## config.mk

```make
export PLATFORM = sky130hd
export DESIGN_NAME = keyed_ctrl_reg
export DESIGN_NICKNAME = d
export VERILOG_FILES = /design/src/rtl/kcr_pkg.sv /design/src/rtl/kcr_rst_sync.sv /design/src/rtl/kcr_write_gate.sv /design/src/rtl/kcr_store.sv /design/src/rtl/kcr_read_port.sv /design/src/rtl/kcr_pf_decode.sv /design/src/rtl/keyed_ctrl_reg.sv
export SDC_FILE = /design/constraint.sdc
export NUM_CORES = 1
export LEC_CHECK = 0
export ABC_AREA = 1
export BUFFER_PORTS_ARGS = -buffer_cell sky130_fd_sc_hd__buf_2
export CAP_MARGIN = 0
export CELL_PAD_IN_SITES_DETAIL_PLACEMENT = 0
export CELL_PAD_IN_SITES_GLOBAL_PLACEMENT = 1
export CORE_ASPECT_RATIO = 0.75
export CORE_MARGIN = 2
export CORE_UTILIZATION = 25
export DETAILED_ROUTE_END_ITERATION = 8
export GPL_TIMING_DRIVEN = 1
export PLACE_DENSITY_LB_ADDON = 0.1
export SYNTH_ARGS = -nofsm -noshare
export SYNTH_HDL_FRONTEND = slang
export SYNTH_SLANG_ARGS = --single-unit
```

## constraint.sdc

```tcl
create_clock -name clk -period 1.8 [get_ports clk]
set_input_delay 0.36 -clock clk [delete_from_list [all_inputs] [get_ports clk]]
set_output_delay 0.36 -clock clk [all_outputs]
set_load 0.02 [all_outputs]
```

## src/rtl/kcr_pkg.sv

```systemverilog
package kcr_pkg;
  localparam int unsigned WORD_W   = 32;
  localparam int unsigned LANES    = WORD_W / 8;
  localparam logic [7:0]  KEY_DEF  = 8'hA5;
  localparam logic [31:0] WR_MASK  = 32'h0000_0F47;
  localparam int unsigned BIT_PSZ  = 11;
  localparam int unsigned BIT_PEN  = 9;

  typedef struct packed {
    logic [3:0] hi_ctl;   // bits 11:8
    logic       mid_ctl;  // bit 6
    logic [2:0] lo_ctl;   // bits 2:0
  } kcr_fields_t;

  function automatic logic [31:0] fields_to_word(kcr_fields_t f);
    logic [31:0] w;
    w = '0;
    w[11:8] = f.hi_ctl;
    w[6]    = f.mid_ctl;
    w[2:0]  = f.lo_ctl;
    return w;
  endfunction
endpackage

```

## src/rtl/kcr_rst_sync.sv

```systemverilog
module kcr_rst_sync (
  input  logic clk,
  input  logic rst_n,
  output logic rst_sync_n
);
  logic [1:0] sync_q;

  always_ff @(posedge clk or negedge rst_n) begin
    if (!rst_n) sync_q <= 2'b00;
    else        sync_q <= {sync_q[0], 1'b1};
  end

  assign rst_sync_n = sync_q[1];
endmodule

```

## src/rtl/kcr_write_gate.sv

```systemverilog
module kcr_write_gate #(
  parameter logic [7:0] KEY = kcr_pkg::KEY_DEF
) (
  input  logic        clk,
  input  logic        rst_n,
  input  logic        we,
  input  logic [3:0]  be,
  input  logic [7:0]  key_byte,
  output logic        accept,
  output logic        err_q
);
  logic key_ok;
  logic reject;
  logic err_d;

  always_comb begin
    key_ok = be[3] && (key_byte == KEY);
    accept = we && key_ok;
    reject = we && !key_ok;
    err_d  = reject;
  end

  always_ff @(posedge clk or negedge rst_n) begin
    if (!rst_n) err_q <= 1'b0;
    else        err_q <= err_d;
  end
endmodule

```

## src/rtl/kcr_store.sv

```systemverilog
module kcr_store (
  input  logic                 clk,
  input  logic                 rst_n,
  input  logic                 accept,
  input  logic [3:0]           be,
  input  logic [31:0]          wdata,
  output kcr_pkg::kcr_fields_t fields_q
);
  import kcr_pkg::*;

  kcr_fields_t fields_d;
  logic        hi_en;
  logic        lo_en;
  logic        unused_wbits;

  assign unused_wbits = ^{wdata[31:12], wdata[7], wdata[5:3], be[3:2]};

  always_comb begin
    hi_en    = accept && be[1];
    lo_en    = accept && be[0];
    fields_d = fields_q;
    if (hi_en) fields_d.hi_ctl = wdata[11:8];
    if (lo_en) begin
      fields_d.mid_ctl = wdata[6];
      fields_d.lo_ctl  = wdata[2:0];
    end
  end

  always_ff @(posedge clk or negedge rst_n) begin
    if (!rst_n)              fields_q <= '0;
    else if (hi_en || lo_en) fields_q <= fields_d;
  end
endmodule

```

## src/rtl/kcr_read_port.sv

```systemverilog
module kcr_read_port #(
  parameter int unsigned W = 32
) (
  input  logic         clk,
  input  logic         rst_n,
  input  logic         re,
  input  logic [W-1:0] src,
  output logic [W-1:0] rdata,
  output logic         rvalid
);
  logic [W-1:0] rdata_d;

  always_comb rdata_d = re ? src : rdata;

  always_ff @(posedge clk or negedge rst_n) begin
    if (!rst_n) begin
      rdata  <= '0;
      rvalid <= 1'b0;
    end else begin
      rvalid <= re;
      if (re) rdata <= rdata_d;
    end
  end
endmodule

```

## src/rtl/kcr_pf_decode.sv

```systemverilog
module kcr_pf_decode #(
  parameter int unsigned SMALL_BYTES = 8,
  parameter int unsigned LARGE_BYTES = 32,
  localparam int unsigned CNT_W = $clog2(LARGE_BYTES + 1)
) (
  input  logic             enable,
  input  logic             size_sel,
  output logic [CNT_W-1:0] bytes
);
  always_comb begin
    if (!enable)       bytes = '0;
    else if (size_sel) bytes = CNT_W'(LARGE_BYTES);
    else               bytes = CNT_W'(SMALL_BYTES);
  end
endmodule

```

## src/rtl/keyed_ctrl_reg.sv

```systemverilog
module keyed_ctrl_reg #(
  parameter logic [7:0]   KEY         = kcr_pkg::KEY_DEF,
  parameter int unsigned  SMALL_BYTES = 8,
  parameter int unsigned  LARGE_BYTES = 32,
  localparam int unsigned CNT_W       = $clog2(LARGE_BYTES + 1)
) (
  input  logic             clk,
  input  logic             rst_n,
  input  logic             host_we,
  input  logic [3:0]       host_be,
  input  logic [31:0]      host_wdata,
  input  logic             host_re,
  output logic [31:0]      host_rdata,
  output logic             host_rvalid,
  input  logic             per_re,
  input  logic             per_we,
  input  logic [31:0]      per_wdata,
  output logic [31:0]      per_rdata,
  output logic             per_rvalid,
  output logic             key_err,
  output logic [31:0]      ctrl_word,
  output logic             pf_en,
  output logic             pf_size_sel,
  output logic [CNT_W-1:0] pf_bytes
);
  import kcr_pkg::*;

  localparam int unsigned SIDES = 2;

  logic        rst_sync_n;
  logic        accept;
  kcr_fields_t fields_q;
  logic        unused_per;

  logic [SIDES-1:0]        side_re;
  logic [SIDES-1:0][31:0]  side_rdata;
  logic [SIDES-1:0]        side_rvalid;

  assign unused_per = ^{per_we, per_wdata};

  kcr_rst_sync u_rst (
    .clk        (clk),
    .rst_n      (rst_n),
    .rst_sync_n (rst_sync_n)
  );

  kcr_write_gate #(.KEY(KEY)) u_gate (
    .clk      (clk),
    .rst_n    (rst_sync_n),
    .we       (host_we),
    .be       (host_be),
    .key_byte (host_wdata[31:24]),
    .accept   (accept),
    .err_q    (key_err)
  );

  kcr_store u_store (
    .clk      (clk),
    .rst_n    (rst_sync_n),
    .accept   (accept),
    .be       (host_be),
    .wdata    (host_wdata),
    .fields_q (fields_q)
  );

  assign ctrl_word = fields_to_word(fields_q) & WR_MASK;

  assign side_re = {per_re, host_re};

  for (genvar s = 0; s < SIDES; s++) begin : g_side
    kcr_read_port #(.W(32)) u_rd (
      .clk    (clk),
      .rst_n  (rst_sync_n),
      .re     (side_re[s]),
      .src    (ctrl_word),
      .rdata  (side_rdata[s]),
      .rvalid (side_rvalid[s])
    );
  end

  assign host_rdata  = side_rdata[0];
  assign host_rvalid = side_rvalid[0];
  assign per_rdata   = side_rdata[1];
  assign per_rvalid  = side_rvalid[1];

  assign pf_en       = ctrl_word[BIT_PEN];
  assign pf_size_sel = ctrl_word[BIT_PSZ];

  kcr_pf_decode #(
    .SMALL_BYTES (SMALL_BYTES),
    .LARGE_BYTES (LARGE_BYTES)
  ) u_pf (
    .enable   (pf_en),
    .size_sel (pf_size_sel),
    .bytes    (pf_bytes)
  );
endmodule

```

Word level (Yosys, flattened, before mapping)
Index checks and enable logic that the tools add are counted.
{"block": "totals", "ff_bits": 29, "output_inout_bits": 107, "wordCells": 21}
{"block": "op_classes", "n_eq_ne": 1, "mux": 2, "reduce_logical": 9}
{"op": "two-way mux 6 bit", "n": 2}
{"op": "== test 8 bit (second input constant)", "n": 1}
{"op": "logical AND 1 bit", "n": 5}
{"op": "AND reduction 2 bit", "n": 2}
{"op": "logical NOT 1 bit", "n": 1}
{"op": "logical OR 1 bit", "n": 1}

Longest topological paths before layout
Gate-level depths: netlist of the first run.
{"block": "depth", "ltp_word": 6, "ltp_mapped": 7}

By module
From an unflattened synthesis of the first run, not the netlist that was laid out.
{"block": "hier_totals", "cells_unflattened": 368, "hier_area_um2": 3379.5}
{"mod": "kcr_read_port", "instances": 2, "cells_each": 137, "area_per_inst_um2": 1317.5, "seq_area_each_um2": 825.8}
{"mod": "kcr_store", "instances": 1, "cells_each": 35, "area_per_inst_um2": 334.1, "seq_area_each_um2": 200.2}
{"mod": "keyed_ctrl_reg", "instances": 1, "cells_each": 27, "area_per_inst_um2": 198.9, "seq_area_each_um2": 0.0}
{"mod": "kcr_write_gate", "instances": 1, "cells_each": 20, "area_per_inst_um2": 106.4, "seq_area_each_um2": 25.0}
{"mod": "kcr_rst_sync", "instances": 1, "cells_each": 3, "area_per_inst_um2": 53.8, "seq_area_each_um2": 50.0}
{"mod": "kcr_pf_decode", "instances": 1, "cells_each": 9, "area_per_inst_um2": 51.3, "seq_area_each_um2": 0.0}

Worst setup path before layout of the first run
Ideal clock, no wire load.
{"block": "synth_path", "path_kind": "register to output", "startpoint": "register u_store.fields_q[5] (netlist name)", "endpoint": "output port pf_bytes[3]", "arrival_time_ps": 872, "required_ps": 1440, "path_slack_ps": 568, "stages_incl_launch_ff": 3, "path_cell_list": "dfrtp_1 inv_1 nor2_1"}
{"block": "synth_between", "elab_chain_cells": 1}
{"item": "two-way mux 6 bit", "line_no": "kcr_pf_decode.sv:11", "source": "if (!enable) bytes = '0;"}
{"item": "end: declaration", "line_no": "keyed_ctrl_reg.sv:24", "source": "output logic [CNT_W-1:0] pf_bytes"}
Every way passes these cells.

Final worst setup path of the first run
{"block": "layout_path", "startpoint": "register u_store.fields_q[5] (netlist name)", "endpoint": "output port pf_bytes[3]"}
{"block": "layout_between", "elab_chain_cells": 1}
{"item": "two-way mux 6 bit", "line_no": "kcr_pf_decode.sv:11"}
Every way passes these cells.

==> impl_metrics.ini, run 1 <==
[setup_path]
slowest_stage = dfrtp_1
end_kind = output pin
required_ns = 1.44
startpoint_type = register
slowest_delay_ns = 0.40
r2r-end = g_side[0].u_rd.rdata[11]
path_class = reg -> out
cpLargestDelayFamily = flip-flops
worst-path-buf-inv = 2
path_max_fanout = 5
regToRegStartpoint = u_store.fields_q[7]
rr_worst_depth = 1
cp_cell_sequence = inv_1 -> nor2_1 -> buf_2
worstPathArrival_ns = 1.01
path_depth = 3
reg2reg_setup_slack_ns = 0.96

[cts]
clock-sinks = 29
path_clk_slew_ns = 0.06
clk_path_buf_depth = 2
cts_made_buffers = 5
cts_tree = built
clock_latency_ns = 0.27
post-cts-setup-buffers = 0
cts-root-buf = clkbuf_8
htreeDepth = 2

[route]
drtAntennaViolNets = 0
via_per_inst = 3.33
wl_per_cell_um = 10.6
drtIter0Drc = 14
vias = 1059
wirelength_um = 3380
drc_errors = 0
first_pass_iters = 4

[sta]
slew_violations = 0
fin_skew_ns = 0.00459
setup_viol = 0
max_freq_ghz = 0.731
fin_tns_setup_ns = 0
rsz0062_at_grt = no
hold_ws_ns = 0.242
finalHoldViolations = 0
fin_crit_sh_pct = 76.0
fin_crit_ns = 1.37

[power]
power_uw = 1440
power.leakage_uw = 0.00119
ir_worst_vdd_mv = 0.234
power.density_nw_per_um2 = 752

[logic_synthesis]
yosys_warnings = 0
synth_top_family_by_area = buffers and inverters
synthMuxAreaShare_pct = 8.96
syn_avg_cell_area_um2 = 10.0
synth_area_um2 = 1760
synth-seq-area-share_pct = 41.2
syn_inst = 176
ys_types = 17
ys_ff_latch = 29
yosys.area_share.simple_pct = 12.7
synthXorXnorAreaFrac_pct = 0
synth-compound-area-share_pct = 0.853
synth_fa_ha_area_share_pct = 0

[global_route]
top_usage_layer = met1
grt_pass1_wl_um = 5200
first_global_vias = 975
grtUsageTotal_pct = 8.77
grt_max_degree = 28
grt_overflow = 0
antenna_found_initial = 0
grt.met1_usage_pct = 12.7
grt_use_met3_pct = 3.56
grt_use_met2_pct = 12.3

[placement]
hpwl_um = 2630
gp_congestion = 0.674
postPlaceCellArea_um2 = 1820
io_buffer_count = 54

[final_layout]
fillers = 735
diodes = 0
final_nets = 307
layout-drive-gt1-share_pct = 36.8
stdcell_area_um2 = 1920
synthToLayoutAreaGrowth_pct = 8.88

[die]
chipWidth_um = 101
rows = 26
initial_core_util_pct = 25.9
pin_count = 181
die_y_um = 76.7
die_area_um2 = 7740
core-area_um2 = 6800

[status]
outcome = finished clean

[job]
maxCapViolCount = 0

[min_path]
holdCritPathClass = reg -> async
## metal layers
| layer | up-vias | share of wire (%) |
|---|---|---|
| met1 | 481 | 47 |
| li1 | 516 | - |
| met5 | - | 0 |
| met4 | 0 | 0 |
| met3 | 0 | 9.6 |
| met2 | 62 | 43 |
## Yosys cell counts (all sizes together)
master,instances,area [um2]
inv,8,30.0
dfrtp,29,726
nand4,10,75.1
nor2,9,67.6
a21oi,2,10.0
buf,81,601
o21ai,1,5.00
mux2,14,158
conb,2,7.51
nand3,1,10.0
nand2,19,71.3
## repair_timing
item	in CTS	in global routing
resized for setup	0	0
hold endpoints to repair	2	0
hold buffers	1	0
## report_power, final
group	internal [uW]	switching [uW]
logic	45.8	216
registers	669	8.45
clock network	267	235
total	981	460
## worst max-delay path by stage
stage	startpoint	endpoint	slack [ns]
2_1_floorplan	u_store.fields_q[5]	pf_bytes[3]	0.57
5_1_grt	u_store.fields_q[5]	pf_bytes[3]	0.36
3_3_place_gp	host_wdata[28]	u_store.fields_q[4]	0.54
6_report	u_store.fields_q[5]	pf_bytes[3]	0.43
3_5_place_dp	host_wdata[27]	u_store.fields_q[4]	0.54
4_1_cts	u_store.fields_q[5]	pf_bytes[3]	0.42
## cells by family after synthesis
| family | Yosys count |
|---|---|
| DFF | 29 |
| muxes | 14 |
| buffers and inverters | 89 |
| AOI/OAI and AO/OA | 3 |
| and+or+nand+nor | 39 |
| other | 2 |
## cell usage in the layout, fill, tap and decap left out, types with 3 or more instances in the layout
master | netlist | final
buf_2 | 3 | 54
clkbuf_8 | 0 | 5
conb_1 | 2 | 77
dfrtp_1 | 29 | 29
inv_1 | 7 | 7
mux2_2 | 14 | 14
nand2_1 | 19 | 19
nand4_1 | 8 | 8
nor2_1 | 3 | 3
nor2_2 | 4 | 4
## cell type report
class                   count  area (um2)  area share (%)
flip-flops and latches     29         726            37.9
multi-input cells         133         686            35.8
repair buffers             56         288            15.0
well taps                  84         105            5.48
clock buffers               6        72.6            3.79
inverters                   8        30.0            1.57
clock inverters             2        10.0           0.522
## flip-flops by register name, summed over array words and instances (netlist names)
signal and flops:
g_side.u_rd.rvalid 2, u_rst.sync_q 2, u_gate.err_q 1, u_store.fields_q 8, g_side.u_rd.rdata 16
## stage by stage
stage               utilization, %  worst slack [ns]  cells
floorplan                        -             0.568    251
global placement              26.8             0.535    309
detailed placement            26.8             0.544    309
CTS                           28.2             0.417    318
global route                  28.2             0.361    318
finish                        28.2             0.432    318
Note: power is estimated with default switching activity, not from simulation.
==> run 2, diff against run 1 <==
--- a/config.mk
+++ b/config.mk
@@ -12,7 +12,7 @@
 export CELL_PAD_IN_SITES_GLOBAL_PLACEMENT = 1
 export CORE_ASPECT_RATIO = 0.75
 export CORE_MARGIN = 2
-export CORE_UTILIZATION = 25
+export CORE_UTILIZATION = 23
 export DETAILED_ROUTE_END_ITERATION = 8
 export GPL_TIMING_DRIVEN = 1
 export PLACE_DENSITY_LB_ADDON = 0.1
==> constraint.sdc (replaced) <==
create_clock -name clk -period 1.3 [get_ports clk]
set_input_delay 0.26 -clock clk [delete_from_list [all_inputs] [get_ports clk]]
set_output_delay 0.26 -clock clk [all_outputs]
set_load 0.02 [all_outputs]
==> impl_metrics.ini, run 2 (synthesis results as in run 1) <==
[status]
outcome = finished clean

[route]
first_pass_iters = 2
via_per_inst = 3.26
wl_per_cell_um = 10.1
drtIter0Drc = 22
drc_errors = 0
wirelength_um = 3410
vias = 1100
drtAntennaViolNets = 0

[min_path]
holdPathStages = 1
holdCritPathClass = in -> reg

[sta]
fin_tns_setup_ns = 0
fin_skew_ns = 0.00518
hold_ws_ns = 0.234
max_freq_ghz = 0.798
slew_violations = 0
fin_crit_sh_pct = 96.3
finalHoldViolations = 0
rsz0062_at_grt = no
setup_viol = 0
fin_crit_ns = 1.25

[cts]
htreeDepth = 2
cts_made_buffers = 5
clock-sinks = 29
path_clk_slew_ns = 0.07
cts_tree = built
clock_latency_ns = 0.28
clk_path_buf_depth = 2
cts-root-buf = clkbuf_8

[power]
power_uw = 2020
power.leakage_uw = 0.00120
power.density_nw_per_um2 = 1030
ir_worst_vdd_mv = 0.307

[die]
rows = 27
die_y_um = 79.8
chipWidth_um = 105
pin_count = 181
die_area_um2 = 8380
initial_core_util_pct = 23.9
core-area_um2 = 7360

[placement]
io_buffer_count = 54
gp_congestion = 0.619
hpwl_um = 2700

[setup_path]
startpoint_type = register
worstPathArrival_ns = 0.99
end_kind = output pin
path_class = reg -> out
rr_worst_depth = 1
required_ns = 1.04
path_max_fanout = 7

[final_layout]
final_nets = 309
synthToLayoutAreaGrowth_pct = 11.5
diodes = 0
layout-drive-gt1-share_pct = 39.0
layout_commonest_cell = conb_1
largest_register_ffs = 16
top_register = g_side.u_rd.rdata
fillers = 839
most-common-layout-cells = 77 x conb_1, 53 x buf_2, 28 x dfrtp_1, 19 x nand2_1, 14 x mux2_2
reg_top3 = g_side.u_rd.rdata x16, u_store.fields_q x8

[global_route]
grt_pass1_wl_um = 5290
grt_overflow = 0
grtUsageTotal_pct = 8.36
antenna_found_initial = 0
first_global_vias = 969
grt_max_degree = 28

[job]
maxCapViolCount = 0
==> run 2: cell count changes in the layout (fill, tap and decap cells not counted), sizes merged <==
cell | before | now
buf | 55 | 57
clkbuf | 6 | 5
clkinvlp | 0 | 1
==> run 2: metal layers <==
metal  GRT usage, %  up-vias  part of all wire (%)
met5              0        -                     0
met4           2.00        0                  0.38
met3           4.08        2                    10
met2           12.1       66                    44
met1           11.1      511                    45
li1               -      521                     -
==> run 2: final timing paths <==
path,to,from,slack [ns]
max in group asynchronous,u_store.fields_q[7],u_rst.sync_q[1],0.78
min in group asynchronous,g_side[0].u_rd.rvalid,u_rst.sync_q[1],0.24
setup / recovery,pf_bytes[3],u_store.fields_q[7],0.05
hold / removal,g_side[0].u_rd.rvalid,host_re,0.23
hold reg to reg,g_side[0].u_rd.rvalid,u_rst.sync_q[1],0.24
setup reg to reg,g_side[1].u_rd.rdata[11],u_store.fields_q[7],0.47
==> run 2: layout make-up <==
class                   count  area [um2]  area share, %
clock buffers               5        68.8           3.51
clock inverters             3        17.5          0.892
inverters                   8        30.0           1.53
multi-input cells         133         688           35.1
flip-flops and latches     29         727           37.0
well taps                 101         126           6.44
repair buffers             58         305           15.6
==> run 2: worst max-delay path, cell delays in order (launching register included) <==
cell	delay (ns)
dfrtp_2	0.45
nor2_2	0.12
buf_4	0.14
==> run 2: report_power, final <==
group          internal [uW]  switching (uW)
sequential               925            11.7
combinational           64.8             298
clock                    368             347
==> run 2: metrics by stage <==
step | utilization [%] | instances | cell area [um2] | setup WS, ns
after floorplan | - | 251 | 2040 | 0.168
after global placement | 25.1 | 326 | 1850 | 0.142
after detailed placement | 25.1 | 326 | 1850 | 0.154
after CTS | 26.6 | 337 | 1960 | 0.00109
after global routing | 26.7 | 337 | 1960 | 0.00203
final | 26.7 | 337 | 1960 | 0.0475
==> run 2: repair_timing <==
item                       in CTS  in global routing
setup endpoints to repair       1                  2
gates resized for setup         0                  4
hold buffers                    1                  0
pin swaps                       0                  0
buffers inserted                2                  0
hold endpoints to repair        2                  0
